===== src/rtl/rtc_xact_pkg.sv =====
package rtc_xact_pkg;

  typedef enum logic [1:0] {
    PH_IDLE,
    PH_CMD,
    PH_PAY,
    PH_WAIT
  } phase_e;

  // Payload byte count selected by the command nibble.
  function automatic logic [2:0] payload_len(input logic [3:0] nib);
    case (nib)
      4'h2, 4'h3:               return 3'd1;
      4'h4, 4'h5:               return 3'd7;
      4'h6, 4'h7:               return 3'd3;
      4'h8, 4'h9, 4'hA, 4'hB:   return 3'd2;
      default:                  return 3'd0;
    endcase
  endfunction

endpackage


===== src/rtl/rtc_cmd_decode.sv =====
module rtc_cmd_decode
  import rtc_xact_pkg::*;
#(
  parameter int BYTE_W = 8,
  parameter int LEN_W  = 3,
  parameter logic [BYTE_W-1:0] CMD_BASE = BYTE_W'(8'h60)
) (
  input  logic [7:0]        code,
  output logic              ok,
  output logic              rx,
  output logic [LEN_W-1:0]  len,
  output logic [BYTE_W-1:0] cmd_byte
);

  localparam int PAD_W = BYTE_W - 4;

  always_comb begin
    ok       = (code[7:5] == 3'b000) && code[4] && (code[3:0] <= 4'hB);
    rx       = code[0];
    len      = LEN_W'(payload_len(code[3:0]));
    cmd_byte = CMD_BASE | {{PAD_W{1'b0}}, code[3:0]};
  end

endmodule


===== src/rtl/rtc_bit_shifter.sv =====
module rtc_bit_shifter #(
  parameter int BYTE_W = 8
) (
  input  logic              clk,
  input  logic              rst,
  input  logic              tick,
  input  logic              load,
  input  logic              kill,
  input  logic              free_run,
  input  logic [BYTE_W-1:0] load_byte,
  input  logic              sdi,
  output logic              sck,
  output logic              sdo,
  output logic              byte_done,
  output logic [BYTE_W-1:0] rx_byte
);

  localparam int CNT_W = $clog2(BYTE_W);
  localparam logic [CNT_W-1:0] LAST_BIT = CNT_W'(BYTE_W - 1);

  logic [BYTE_W-1:0] shreg;
  logic [CNT_W-1:0]  bit_cnt;
  logic              half;
  logic              shifting;

  always_ff @(posedge clk) begin
    if (rst) begin
      sck       <= 1'b1;
      sdo       <= 1'b1;
      half      <= 1'b0;
      shifting  <= 1'b0;
      bit_cnt   <= '0;
      shreg     <= '0;
      rx_byte   <= '0;
      byte_done <= 1'b0;
    end else begin
      byte_done <= 1'b0;
      if (load) begin
        shreg    <= load_byte;
        bit_cnt  <= '0;
        half     <= 1'b0;
        shifting <= 1'b1;
      end else if (kill) begin
        shifting <= 1'b0;
        half     <= 1'b0;
      end else if (tick && shifting) begin
        if (!half) begin
          sck  <= 1'b0;
          sdo  <= shreg[0];
          half <= 1'b1;
        end else begin
          sck     <= 1'b1;
          half    <= 1'b0;
          rx_byte <= {sdi, rx_byte[BYTE_W-1:1]};
          shreg   <= shreg >> 1;
          bit_cnt <= bit_cnt + 1'b1;
          if (bit_cnt == LAST_BIT) begin
            shifting  <= 1'b0;
            byte_done <= 1'b1;
          end
        end
      end else if (tick && free_run) begin
        sck <= ~sck;
      end
    end
  end

endmodule


===== src/rtl/rtc_xact_fsm.sv =====
module rtc_xact_fsm
  import rtc_xact_pkg::*;
#(
  parameter int BYTE_W = 8,
  parameter int LEN_W  = 3
) (
  input  logic              clk,
  input  logic              rst,
  input  logic              cmd_wr,
  input  logic [3:0]        cmd_nib,
  input  logic              cmd_ok,
  input  logic              cmd_rx,
  input  logic [LEN_W-1:0]  cmd_len,
  input  logic [BYTE_W-1:0] cmd_byte,
  input  logic              dat_wr,
  input  logic [BYTE_W-1:0] dat_wdata,
  input  logic              dat_rd,
  input  logic              byte_done,
  input  logic [BYTE_W-1:0] rx_byte,
  output logic              busy,
  output logic              need,
  output logic [3:0]        nib,
  output logic [BYTE_W-1:0] dreg,
  output logic              free_run,
  output logic              load,
  output logic              kill,
  output logic [BYTE_W-1:0] load_byte
);

  localparam logic [LEN_W-1:0] ONE = LEN_W'(1);

  phase_e           phase;
  logic             dir_rx;
  logic             relay;
  logic [LEN_W-1:0] left;

  assign free_run = relay & ~busy;

  always_ff @(posedge clk) begin
    if (rst) begin
      phase     <= PH_IDLE;
      busy      <= 1'b0;
      need      <= 1'b0;
      nib       <= '0;
      dreg      <= '0;
      relay     <= 1'b0;
      dir_rx    <= 1'b0;
      left      <= '0;
      load      <= 1'b0;
      kill      <= 1'b0;
      load_byte <= '0;
    end else begin
      load <= 1'b0;
      kill <= 1'b0;
      if (dat_wr) dreg <= dat_wdata;
      if (cmd_wr) begin
        nib  <= cmd_nib;
        kill <= 1'b1;
        need <= 1'b0;
        if (cmd_ok) begin
          busy      <= 1'b1;
          relay     <= 1'b1;
          dir_rx    <= cmd_rx;
          left      <= cmd_len;
          load      <= 1'b1;
          load_byte <= cmd_byte;
          phase     <= PH_CMD;
        end else begin
          busy  <= 1'b0;
          phase <= PH_IDLE;
        end
      end else begin
        case (phase)
          PH_CMD: begin
            if (byte_done) begin
              if (left == '0) begin
                busy  <= 1'b0;
                relay <= 1'b0;
                phase <= PH_IDLE;
              end else begin
                load      <= 1'b1;
                load_byte <= dir_rx ? '1 : dreg;
                phase     <= PH_PAY;
              end
            end
          end
          PH_PAY: begin
            if (byte_done) begin
              left <= left - ONE;
              if (dir_rx) dreg <= rx_byte;
              if (left == ONE) begin
                busy  <= 1'b0;
                relay <= 1'b0;
                phase <= PH_IDLE;
              end else begin
                need  <= 1'b1;
                phase <= PH_WAIT;
              end
            end
          end
          PH_WAIT: begin
            if (!dir_rx && dat_wr) begin
              need      <= 1'b0;
              load      <= 1'b1;
              load_byte <= dat_wdata;
              phase     <= PH_PAY;
            end else if (dir_rx && dat_rd) begin
              need      <= 1'b0;
              load      <= 1'b1;
              load_byte <= '1;
              phase     <= PH_PAY;
            end
          end
          default: ;
        endcase
      end
    end
  end

endmodule


===== src/rtl/rtc_xact_ctrl.sv =====
module rtc_xact_ctrl
  import rtc_xact_pkg::*;
#(
  parameter int BYTE_W = 8,
  parameter int LEN_W  = 3,
  parameter logic [BYTE_W-1:0] CMD_BASE = BYTE_W'(8'h60)
) (
  input  logic              clk,
  input  logic              rst,
  input  logic              tick_en,
  input  logic              cmd_wr,
  input  logic [7:0]        cmd_wdata,
  input  logic              dat_wr,
  input  logic [BYTE_W-1:0] dat_wdata,
  input  logic              dat_rd,
  output logic [7:0]        status_o,
  output logic [BYTE_W-1:0] data_o,
  output logic              rtc_cs,
  output logic              rtc_sck,
  output logic              rtc_sdo,
  input  logic              rtc_sdi
);

  logic              dec_ok;
  logic              dec_rx;
  logic [LEN_W-1:0]  dec_len;
  logic [BYTE_W-1:0] dec_byte;
  logic              busy;
  logic              need;
  logic [3:0]        nib;
  logic              free_run;
  logic              load;
  logic              kill;
  logic [BYTE_W-1:0] load_byte;
  logic              byte_done;
  logic [BYTE_W-1:0] rx_byte;

  rtc_cmd_decode #(
    .BYTE_W   (BYTE_W),
    .LEN_W    (LEN_W),
    .CMD_BASE (CMD_BASE)
  ) u_dec (
    .code     (cmd_wdata),
    .ok       (dec_ok),
    .rx       (dec_rx),
    .len      (dec_len),
    .cmd_byte (dec_byte)
  );

  rtc_xact_fsm #(
    .BYTE_W (BYTE_W),
    .LEN_W  (LEN_W)
  ) u_fsm (
    .clk       (clk),
    .rst       (rst),
    .cmd_wr    (cmd_wr),
    .cmd_nib   (cmd_wdata[3:0]),
    .cmd_ok    (dec_ok),
    .cmd_rx    (dec_rx),
    .cmd_len   (dec_len),
    .cmd_byte  (dec_byte),
    .dat_wr    (dat_wr),
    .dat_wdata (dat_wdata),
    .dat_rd    (dat_rd),
    .byte_done (byte_done),
    .rx_byte   (rx_byte),
    .busy      (busy),
    .need      (need),
    .nib       (nib),
    .dreg      (data_o),
    .free_run  (free_run),
    .load      (load),
    .kill      (kill),
    .load_byte (load_byte)
  );

  rtc_bit_shifter #(
    .BYTE_W (BYTE_W)
  ) u_shift (
    .clk       (clk),
    .rst       (rst),
    .tick      (tick_en),
    .load      (load),
    .kill      (kill),
    .free_run  (free_run),
    .load_byte (load_byte),
    .sdi       (rtc_sdi),
    .sck       (rtc_sck),
    .sdo       (rtc_sdo),
    .byte_done (byte_done),
    .rx_byte   (rx_byte)
  );

  assign status_o = {need, 2'b00, busy, nib};
  assign rtc_cs   = busy;

endmodule


===== config.mk =====
export PLATFORM = sky130hd
export DESIGN_NAME = rtc_xact_ctrl
export DESIGN_NICKNAME = d
export VERILOG_FILES = /design/src/rtl/rtc_xact_pkg.sv /design/src/rtl/rtc_cmd_decode.sv /design/src/rtl/rtc_bit_shifter.sv /design/src/rtl/rtc_xact_fsm.sv /design/src/rtl/rtc_xact_ctrl.sv
export SDC_FILE = /design/constraint.sdc
export NUM_CORES = 1
export LEC_CHECK = 0
export ABC_AREA = 1
export BUFFER_PORTS_ARGS = -buffer_cell sky130_fd_sc_hd__buf_2
export CORE_MARGIN = 1
export CORE_UTILIZATION = 40
export CTS_BUF_LIST = sky130_fd_sc_hd__clkbuf_4
export DETAILED_ROUTE_END_ITERATION = 6
export GPL_TIMING_DRIVEN = 0
export PLACE_DENSITY_LB_ADDON = 0.25
export SLEW_MARGIN = 25
export SYNTH_ARGS = -nofsm -noshare
export SYNTH_HDL_FRONTEND = slang
export SYNTH_SLANG_ARGS = --single-unit

===== constraint.sdc =====
create_clock -name clk -period 2.3 [get_ports clk]
set_clock_uncertainty 0.15 [all_clocks]
set_input_delay 0.46 -clock clk [delete_from_list [all_inputs] [get_ports clk]]
set_output_delay 0.46 -clock clk [all_outputs]
set_load 0.05 [all_outputs]

# ---- Word-level counts from Yosys, hierarchy flattened
# Memory sizes are Yosys's and may differ from the RTL's.
# Cells that the tools add are included.
dict set report word_totals {
  mem_count 1
  word_cells 145
  inputBits 23
  romBits 48
  reg_bits 55
  ram_bits 0
  latchBits 0
  output_inout_bits 19
}
# memory words word_bits read_ports rd_ports_with_merged_regs write_ports line_no
set memory_table {}
lappend memory_table {{(no name shown)} 16 3 1 0 0 rtc_xact_pkg.sv:12} ;# case (nib)
dict set report classes {
  bitwise_logic 7
  div 0
  eq_ne 16
  n_mux 61
  shift 0
  reduce_logical 38
  mul 0
  add_sub_neg 2
  magnitude_cmp 1
}
# operator n
set op_table {}
lappend op_table {{two-way mux 8 bit} 16}
lappend op_table {{two-way mux 1 bit} 29}
lappend op_table {{case mux 8 bit (2 select lines)} 1}
lappend op_table {{AND reduction 4 bit} 4}
lappend op_table {{AND reduction 3 bit} 5}
lappend op_table {{nonzero test 3 bit} 5}
lappend op_table {{two-way mux 2 bit} 7}
lappend op_table {{two-way mux 3 bit} 4}
lappend op_table {{inequality test 3 x 2 -> 1 bit, second input constant} 4}
lappend op_table {{nonzero test 2 bit} 6}
lappend op_table {{AND reduction 5 bit} 2}
lappend op_table {{logical AND 1 bit} 6}
lappend op_table {{logical NOT 3 bit} 2}
lappend op_table {{inequality test 2 x 1 -> 1 bit, second input constant} 3}
lappend op_table {{NOT 1 bit} 6}
lappend op_table {{case mux 1 bit (2 select lines)} 3}
lappend op_table {{case mux 2 bit (3 select lines)} 1}
lappend op_table {{AND reduction 6 bit} 1}
lappend op_table {{OR reduction 5 bit} 1}
lappend op_table {{equality test 2 bit, second input constant} 2}
lappend op_table {{less-or-equal comparator 4 bit, second input constant} 1}
lappend op_table {{inequality test 4 x 2 -> 1 bit, second input constant} 1}
lappend op_table {{nonzero test 4 bit} 1}
lappend op_table {{OR reduction 2 bit} 2}
lappend op_table {{12 further kinds} 12}

# ---- Depth between registers and ports, before layout
# Gate-level depths: netlist (run 1).
dict set report depth {
  ltp_word 6
  mapped_depth 11
}

# ---- By module
# From an unflattened synthesis (run 1), not the netlist that was laid out.
dict set report unflattened {
  hier_cells 462
  area_unflattened_um2 3120.5
}
# mod area_each_um2 n_inst cells_per_inst
set by_module_without_submodules {}
lappend by_module_without_submodules {rtc_xact_fsm 1838.0 1 290}
lappend by_module_without_submodules {rtc_bit_shifter 1118.6 1 146}
lappend by_module_without_submodules {rtc_cmd_decode 130.1 1 21}
lappend by_module_without_submodules {rtc_xact_ctrl 33.8 1 5}

# ---- Least setup slack after synthesis (run 1)
# No wires, ideal clock.
dict set report synth_timing {
  kind {reg2reg}
  start {reg u_fsm.left[0]}
  end {reg u_fsm.load_byte[5]}
  path_stages_with_launch 11
  t_required_ps 2037
  path_buffers 1
  setup_slack_ps 650
  arrival_ps 1387
  period_less_slack_ps 1650
  path_cell_list {dfxtp_1 inv_1 ha_1 ha_1 nor2_1 nor2_1 nor2_4 nand2_4 buf_6 nor2_1 nor2_1}
}
dict set report synth_between {
  elab_chain_len 3
}
# element line_no
set synth_lines {}
lappend synth_lines {{start: declaration} rtc_xact_fsm.sv:35} ;# logic [LEN_W-1:0] left;
lappend synth_lines {{start signal: assignment} rtc_xact_fsm.sv:64} ;# left <= cmd_len;
lappend synth_lines {{start signal: assignment} rtc_xact_fsm.sv:89} ;# left <= left - ONE;
lappend synth_lines {{logical NOT 3 bit} rtc_xact_fsm.sv:76} ;# if (left == '0) begin
lappend synth_lines {{inequality test 3 bit (no line)} --}
lappend synth_lines {{AND reduction 5 bit (no line)} --}
lappend synth_lines {{end signal: assignment} rtc_xact_fsm.sv:66} ;# load_byte <= cmd_byte;
lappend synth_lines {{end signal: assignment} rtc_xact_fsm.sv:82} ;# load_byte <= dir_rx ? '1 : dreg;
lappend synth_lines {{end signal: assignment} rtc_xact_fsm.sv:105} ;# load_byte <= dat_wdata;
lappend synth_lines {{end: declaration} rtc_xact_fsm.sv:27} ;# output logic [BYTE_W-1:0] load_byte
# No other way between the ends.
# A chain may end at the register's enable or synchronous reset.

# ---- Worst setup path in the final report (run 1)
# Ends and elaborated chain as after synthesis.

==> results_dict.tcl, run 1 <==
set metrics [dict create \
    grtUsageMet2 0.329 \
    slowest_stage "dfxtp_1" \
    cp_common_cell "nor2_1" \
    place_ws_ns 0.402 \
    netlist_area_um2 2660 \
    avgSynthCellArea_um2 6.95 \
    synth_top_family_by_area "simple AND/OR/NAND/NOR gates" \
    core.rowCount 29 \
    met1_usage 0.261 \
    clk_path_buf_depth 2 \
    cp.required_ns 2.42 \
    cts_made_buffers 5 \
    clock.fmax_mhz 533 \
    critPathCaptureType "flop" \
    cp_data_arrival_time_ns 2.00 \
    gr-total-overflow 0 \
    grt_pass1_vias 2407 \
    ys_top_cells_by_area "dfxtp_1 41%, nand2_1 13%, nor2_1 7.8%" \
    ios 42 \
    period_share 0.815 \
    routed_wirelength_mm 6.38 \
    setup_viol 0 \
    layout.nets 458 \
    post_drt_wl_per_cell_um 12.6 \
    crit_buf_inv 2 \
    postLayoutSetupSlackWorst_ns 0.425 \
    top_usage_layer "met2" \
    hpwl_mm 4.83 \
    synthTopCellsByCount "89 x nand2_1, 55 x dfxtp_1, 55 x nor2_1, 39 x inv_1, 37 x o21ai_0" \
    synth_compound_area_frac 0.140 \
    synth-edff-count 0 \
    drv_cap 0 \
    num_antenna_cells 0 \
    yosys_warnings 0 \
    p_int_mw 1.29 \
    num_vias 2526 \
    synth_xor_area_frac 0 \
    cpPeakStageDelay_ns 0.38 \
    clkSlewWorstSetupHoldPaths_ns 0.16 \
    grt_pass1_wl_mm 11.0 \
    initial_utilization 0.417 \
    post_cts_resized 0 \
    via_per_inst 4.99 \
    h-tree-depth 2 \
    grt_use_met3 0.0336 \
    drc 0 \
    start_kind "flop" \
    synth.distinct_cells 32 \
    outcome "complete, no violations" \
    power_frac_comb 0.147 \
    cp_top_family "simple AND/OR/NAND/NOR gates" \
    grt_use_total 0.196 \
    crit_type "flop to flop" \
    hold_buffers 0 \
    p_clk_frac 0.293 \
    peakVddDrop_v 0.000394 \
    core_um2 6390 \
    path_cells "inv_1, ha_1, ha_1, nor2_1, nor2_1, nor2_4, nand2_4, buf_6, nor2_1, nor2_1" \
    slew_headroom 0.644 \
    fp.dieArea_um2 6980 \
    path_max_fanout 10 \
    cts_sinks 55 \
    p_sw_frac 0.276 \
    yosysMostFrequentCell "nand2_1" \
    synthMuxAreaShare 0.0127 \
    synth-seq-cells 55 \
    hp-class "input port to flop" \
    cts_tree "built" \
    synth_seq_area_share 0.414 \
    fin_setup_tns_ns 0 \
    synth_fa_ha_area_frac 0.0282 \
    antenna_found_initial 0 \
    drt_iter0_drc 137 \
    rsz0062_at_grt "no" \
    power_leakage_nw 1.42 \
    synthCells 383 \
    ys_async_sr_fraction 0 \
    powerDensity_nw_per_um2 589 \
    gp_congestion 0.847 \
    first_pass_iters 4 \
    fp.dieH_um 83.6 \
    syn_to_final_growth_pct 13.7 \
    worstMarginPinSlew_ns 0.534 \
    fin_crit_ns 1.87 \
    p_sw_uw 491 \
    synthSimpleGateAreaFrac 0.297 \
    die_w_um 83.6 \
    post-cts-setup-buffers 0 \
    synth_ff_type "dfxtp_1" \
    yosys.area.top_type "dfxtp_1" \
    finalHoldViolCount 0 \
    drive_above_1_share 0.175 \
    ant_nets 0 \
    insertion_delay_ns 0.37 \
    io_buffers 38 \
    pwr-share-seq 0.560 \
    drv_slew 0 \
    grt_max_degree 17 \
    root_buffer "clkbuf_4" \
    yosysTopAreaCellShare 0.414 \
]
==> through the flow <==
step | cells | total power [mW] | instance area (um^2) | hold WS, ns | util
CTS | 506 | 1.80 | 3030 | 0.208 | 0.474
global placement | 499 | 1.28 | 2950 | 0.293 | 0.462
floorplan | 384 | 1.21 | 2660 | 0.278 | -
global route | 506 | 1.88 | 3030 | 0.182 | 0.474
detailed placement | 499 | 1.28 | 2950 | 0.291 | 0.462
finish | 506 | 1.78 | 3030 | 0.226 | 0.474
==> path summary, 6_finish.rpt <==
path / startpoint / end / slack, ns / depth (start not counted)
setup / recovery: u_fsm.left[0] / u_fsm.load_byte[5] / 0.43 / 10
hold / removal: cmd_wdata[0] / u_fsm.dir_rx / 0.23 / 3
setup reg to reg: u_fsm.left[0] / u_fsm.load_byte[5] / 0.43 / 10
hold reg to reg: u_shift.sdo / u_shift.sdo / 0.32 / 2
==> power by group through the flow <==
stage	combinational [mW]	sequential, mW	clock (mW)
2_1_floorplan	0.146	1.06	0
3_3_place_gp	0.258	1.02	0
3_5_place_dp	0.260	1.02	0
4_1_cts	0.262	0.998	0.540
5_1_grt	0.292	1.00	0.589
6_report	0.262	0.998	0.523
==> layout make-up <==
type	count	area, um^2
fill	659	3360
multi-input combinational	267	1280
sequential	55	1100
timing repair buffer	38	190
inverter	42	158
buffer	20	125
tap	77	96.3
clock buffer	5	37.5
clock inverter	2	37.5
==> per-layer routing <==
metal / up-vias / wire length, um
met5: - / 0
met4: 0 / 51
met3: 4 / 214
met2: 49 / 2980
met1: 1155 / 3140
li1: 1318 / -
==> worst register-to-register path: stages (launching register included) <==
cell and delay [ns]:
dfxtp_1 0.38, inv_1 0.07, ha_1 0.21, ha_1 0.23, nor2_1 0.11, nor2_1 0.08
nor2_4 0.16, nand2_4 0.09, buf_6 0.15, nor2_1 0.11, nor2_1 0.05
==> registers in the layout (all words and copies together) (netlist names) <==
register and cells:
u_shift.byte_done 1, u_fsm.phase 2, u_fsm.nib 4, u_fsm.left 3
u_shift.shifting 1, u_fsm.dir_rx 1, u_shift.sck 1, u_shift.half 1
u_fsm.need 1, u_shift.bit_cnt 3, u_fsm.relay 1, u_fsm.load_byte 8
u_shift.rx_byte 8, u_fsm.kill 1, u_shift.sdo 1, u_fsm.busy 1
u_fsm.load 1, u_shift.shreg 8, u_fsm.dreg 8
==> placed cells by master, fill, tap and decap left out <==
cell / count
nor2_4: 1
bufinv_16: 1
a22oi_1: 1
nor4_1: 1
nand3b_1: 2
nand4_2: 1
clkbuf_4: 5
nand2_1: 89
inv_1: 39
inv_2: 3
nor2_2: 4
a31oi_1: 5
buf_1: 1
buf_2: 41
nand2_4: 1
clkbuf_2: 1
mux2_2: 3
nand3_2: 2
clkbuf_1: 6
ha_1: 6
nor3_1: 9
buf_4: 6
nand4_1: 1
o21ai_0: 37
o22ai_1: 3
clkinvlp_4: 1
nor2_1: 55
dfxtp_1: 55
nand2_2: 1
buf_6: 3
nand3_1: 17
a211oi_1: 2
a21oi_1: 23
or2_2: 1
conb_1: 2
==> kinds of logic (layout without fill, tap and decap cells) <==
logic type,Yosys count,count (layout)
simple gates,185,185
compound gates,71,71
buf+inv,62,107
flops,55,55
fa+ha+maj,6,6
mux,3,3
other cells,1,2
Power figures use the tool's default switching activity.
==> run 2: changes to the inputs <==
clock period = 1.68 ns   (was 2.3 ns; I/O delays follow)
==> run 2 against run 1 <==
Non-clock buffer count grew 12. Wire length is 1.8% higher. Sequential share of layout area is 1.9 points lower. Core utilization up 2.8 points. Worst setup slack lost 0.39 ns. Die area unchanged. Sequential power up 37%. Critical path depth did not move. Power rose by 38%. Critical endpoint is now u_fsm.load_byte[1]. Largest power group unchanged. Final cell count rose by 2.4%. Clock power grew 36%. Clock-buffer cell count is the same. Largest cell class unchanged.
==> results_dict.tcl, run 2 (synthesis results as in run 1) <==
set metrics [dict create \
    period_share 0.977 \
    grt_pass1_wl_mm 11.1 \
    grt_use_total 0.198 \
    critPathCaptureType "flop" \
    hpwl_mm 4.83 \
    fin_crit_ns 1.64 \
    grt_max_degree 17 \
    clkSlewWorstSetupHoldPaths_ns 0.16 \
    ant_nets 0 \
    cts_tree "built" \
    root_buffer "clkbuf_4" \
    core_um2 6390 \
    utilization 0.502 \
    fp.dieH_um 83.6 \
    path_max_fanout 10 \
    clk_path_buf_depth 2 \
    start_kind "flop" \
    drt_iter0_drc 126 \
    final_cell_mix "85 x nand2_1, 52 x nor2_1, 50 x dfxtp_1, 40 x buf_2, 35 x inv_1" \
    gp_congestion 0.847 \
    finalHoldViolCount 0 \
    clock.fmax_mhz 609 \
    fp.dieArea_um2 6980 \
    first_pass_iters 4 \
    cp_data_arrival_time_ns 1.77 \
    cts_made_buffers 5 \
    ios 42 \
    stdcell_count 518 \
    slew_headroom 0.633 \
    drc 0 \
    via_per_inst 4.91 \
    num_antenna_cells 0 \
    fin_hold_ws_ns 0.0871 \
    cts_sinks 55 \
    syn_to_final_growth_pct 20.6 \
    io_buffers 38 \
    core.rowCount 29 \
    outcome "complete, no violations" \
    rsz0062_at_grt "yes" \
    drv_cap 0 \
    layout.nets 470 \
    placedCellCount 499 \
    powerDensity_nw_per_um2 767 \
    layout_commonest_cell "nand2_1" \
    peakVddDrop_v 0.000577 \
    num_vias 2543 \
    gr-total-overflow 0 \
    hp-class "input port to flop" \
    worstMarginPinSlew_ns 0.550 \
    h-tree-depth 2 \
    initial_utilization 0.417 \
    die_w_um 83.6 \
    power_leakage_nw 1.49 \
    antenna_found_initial 0 \
    insertion_delay_ns 0.37 \
    routed_wirelength_mm 6.50 \
    setup_viol 0 \
    cp.required_ns 1.81 \
    post_drt_wl_per_cell_um 12.5 \
    drive_above_1_share 0.245 \
    crit_type "flop to flop" \
    grt_pass1_vias 2434 \
    drv_slew 0 \
]
## run 2: cell types whose count changed in the layout (fill, tap and decap cells not counted), sizes merged
cell      previous run  this run
buf                 51        62
clkbuf              12        13
clkinvlp             1         2
inv                 42        41
## run 2: where the power goes
part	switching [mW]	internal (mW)	leakage, nW
Combinational	0.250	0.132	1.00
Clock	0.403	0.306	0.0373
Sequential	0.0223	1.35	0.449
## run 2: area by class of cell
| type | instances | area [um^2] |
|---|---|---|
| Clock inverter | 2 | 37.5 |
| Buffer | 20 | 129 |
| Fill cell | 648 | 3180 |
| Timing Repair Buffer | 50 | 293 |
| Clock buffer | 5 | 37.5 |
| Tap cell | 77 | 96.3 |
| Inverter | 42 | 161 |
| Sequential cell | 55 | 1110 |
| Multi-Input combinational cell | 267 | 1350 |
## run 2: worst paths after layout
check                start            endpoint  cells after the start  slack, ns
min reg2reg    u_shift.sdo         u_shift.sdo                      2       0.32
max          u_fsm.left[0]  u_fsm.load_byte[1]                     10       0.04
min                rtc_sdi  u_shift.rx_byte[7]                      3       0.09
max reg2reg  u_fsm.left[0]  u_fsm.load_byte[1]                     10       0.04
## run 2: metal layers
metal  wire (um)  part of all wire  vias up  track usage
met5           0                 0        -            0
met3         352             0.054        6       0.0336
met2        3040              0.47       73        0.332
met4          60            0.0092        0       0.0524
li1            -                 -     1339            -
met1        3040              0.47     1125        0.263
## run 2: worst max-delay path: stages (launching register included)
cell	delay [ns]
dfxtp_2	0.38
inv_2	0.05
ha_4	0.16
ha_4	0.16
nor2_4	0.10
nor2_4	0.05
nor2_4	0.13
nand2_4	0.08
buf_6	0.14
nor2_1	0.11
nor2_1	0.05
## run 2: per-stage QoR
step	worst slack (ns)	power [mW]	TNS [ns]	area, um^2
2_1_floorplan	0.0304	1.65	0	2660
3_3_place_gp	-0.122	1.75	-1.32	2950
3_5_place_dp	-0.150	1.75	-1.57	2950
4_1_cts	-0.00194	2.48	-0.00194	3100
5_1_grt	-0.0359	2.60	-0.158	3210
6_report	0.0384	2.46	0	3210
## run 2: timing repair
| action | CTS | global route |
|---|---|---|
| hold buffers | 0 | 0 |
| setup endpoints to repair | 15 | 25 |
| buffers inserted | 4 | 8 |
| resized for setup | 8 | 23 |
| pin swaps | 2 | 8 |
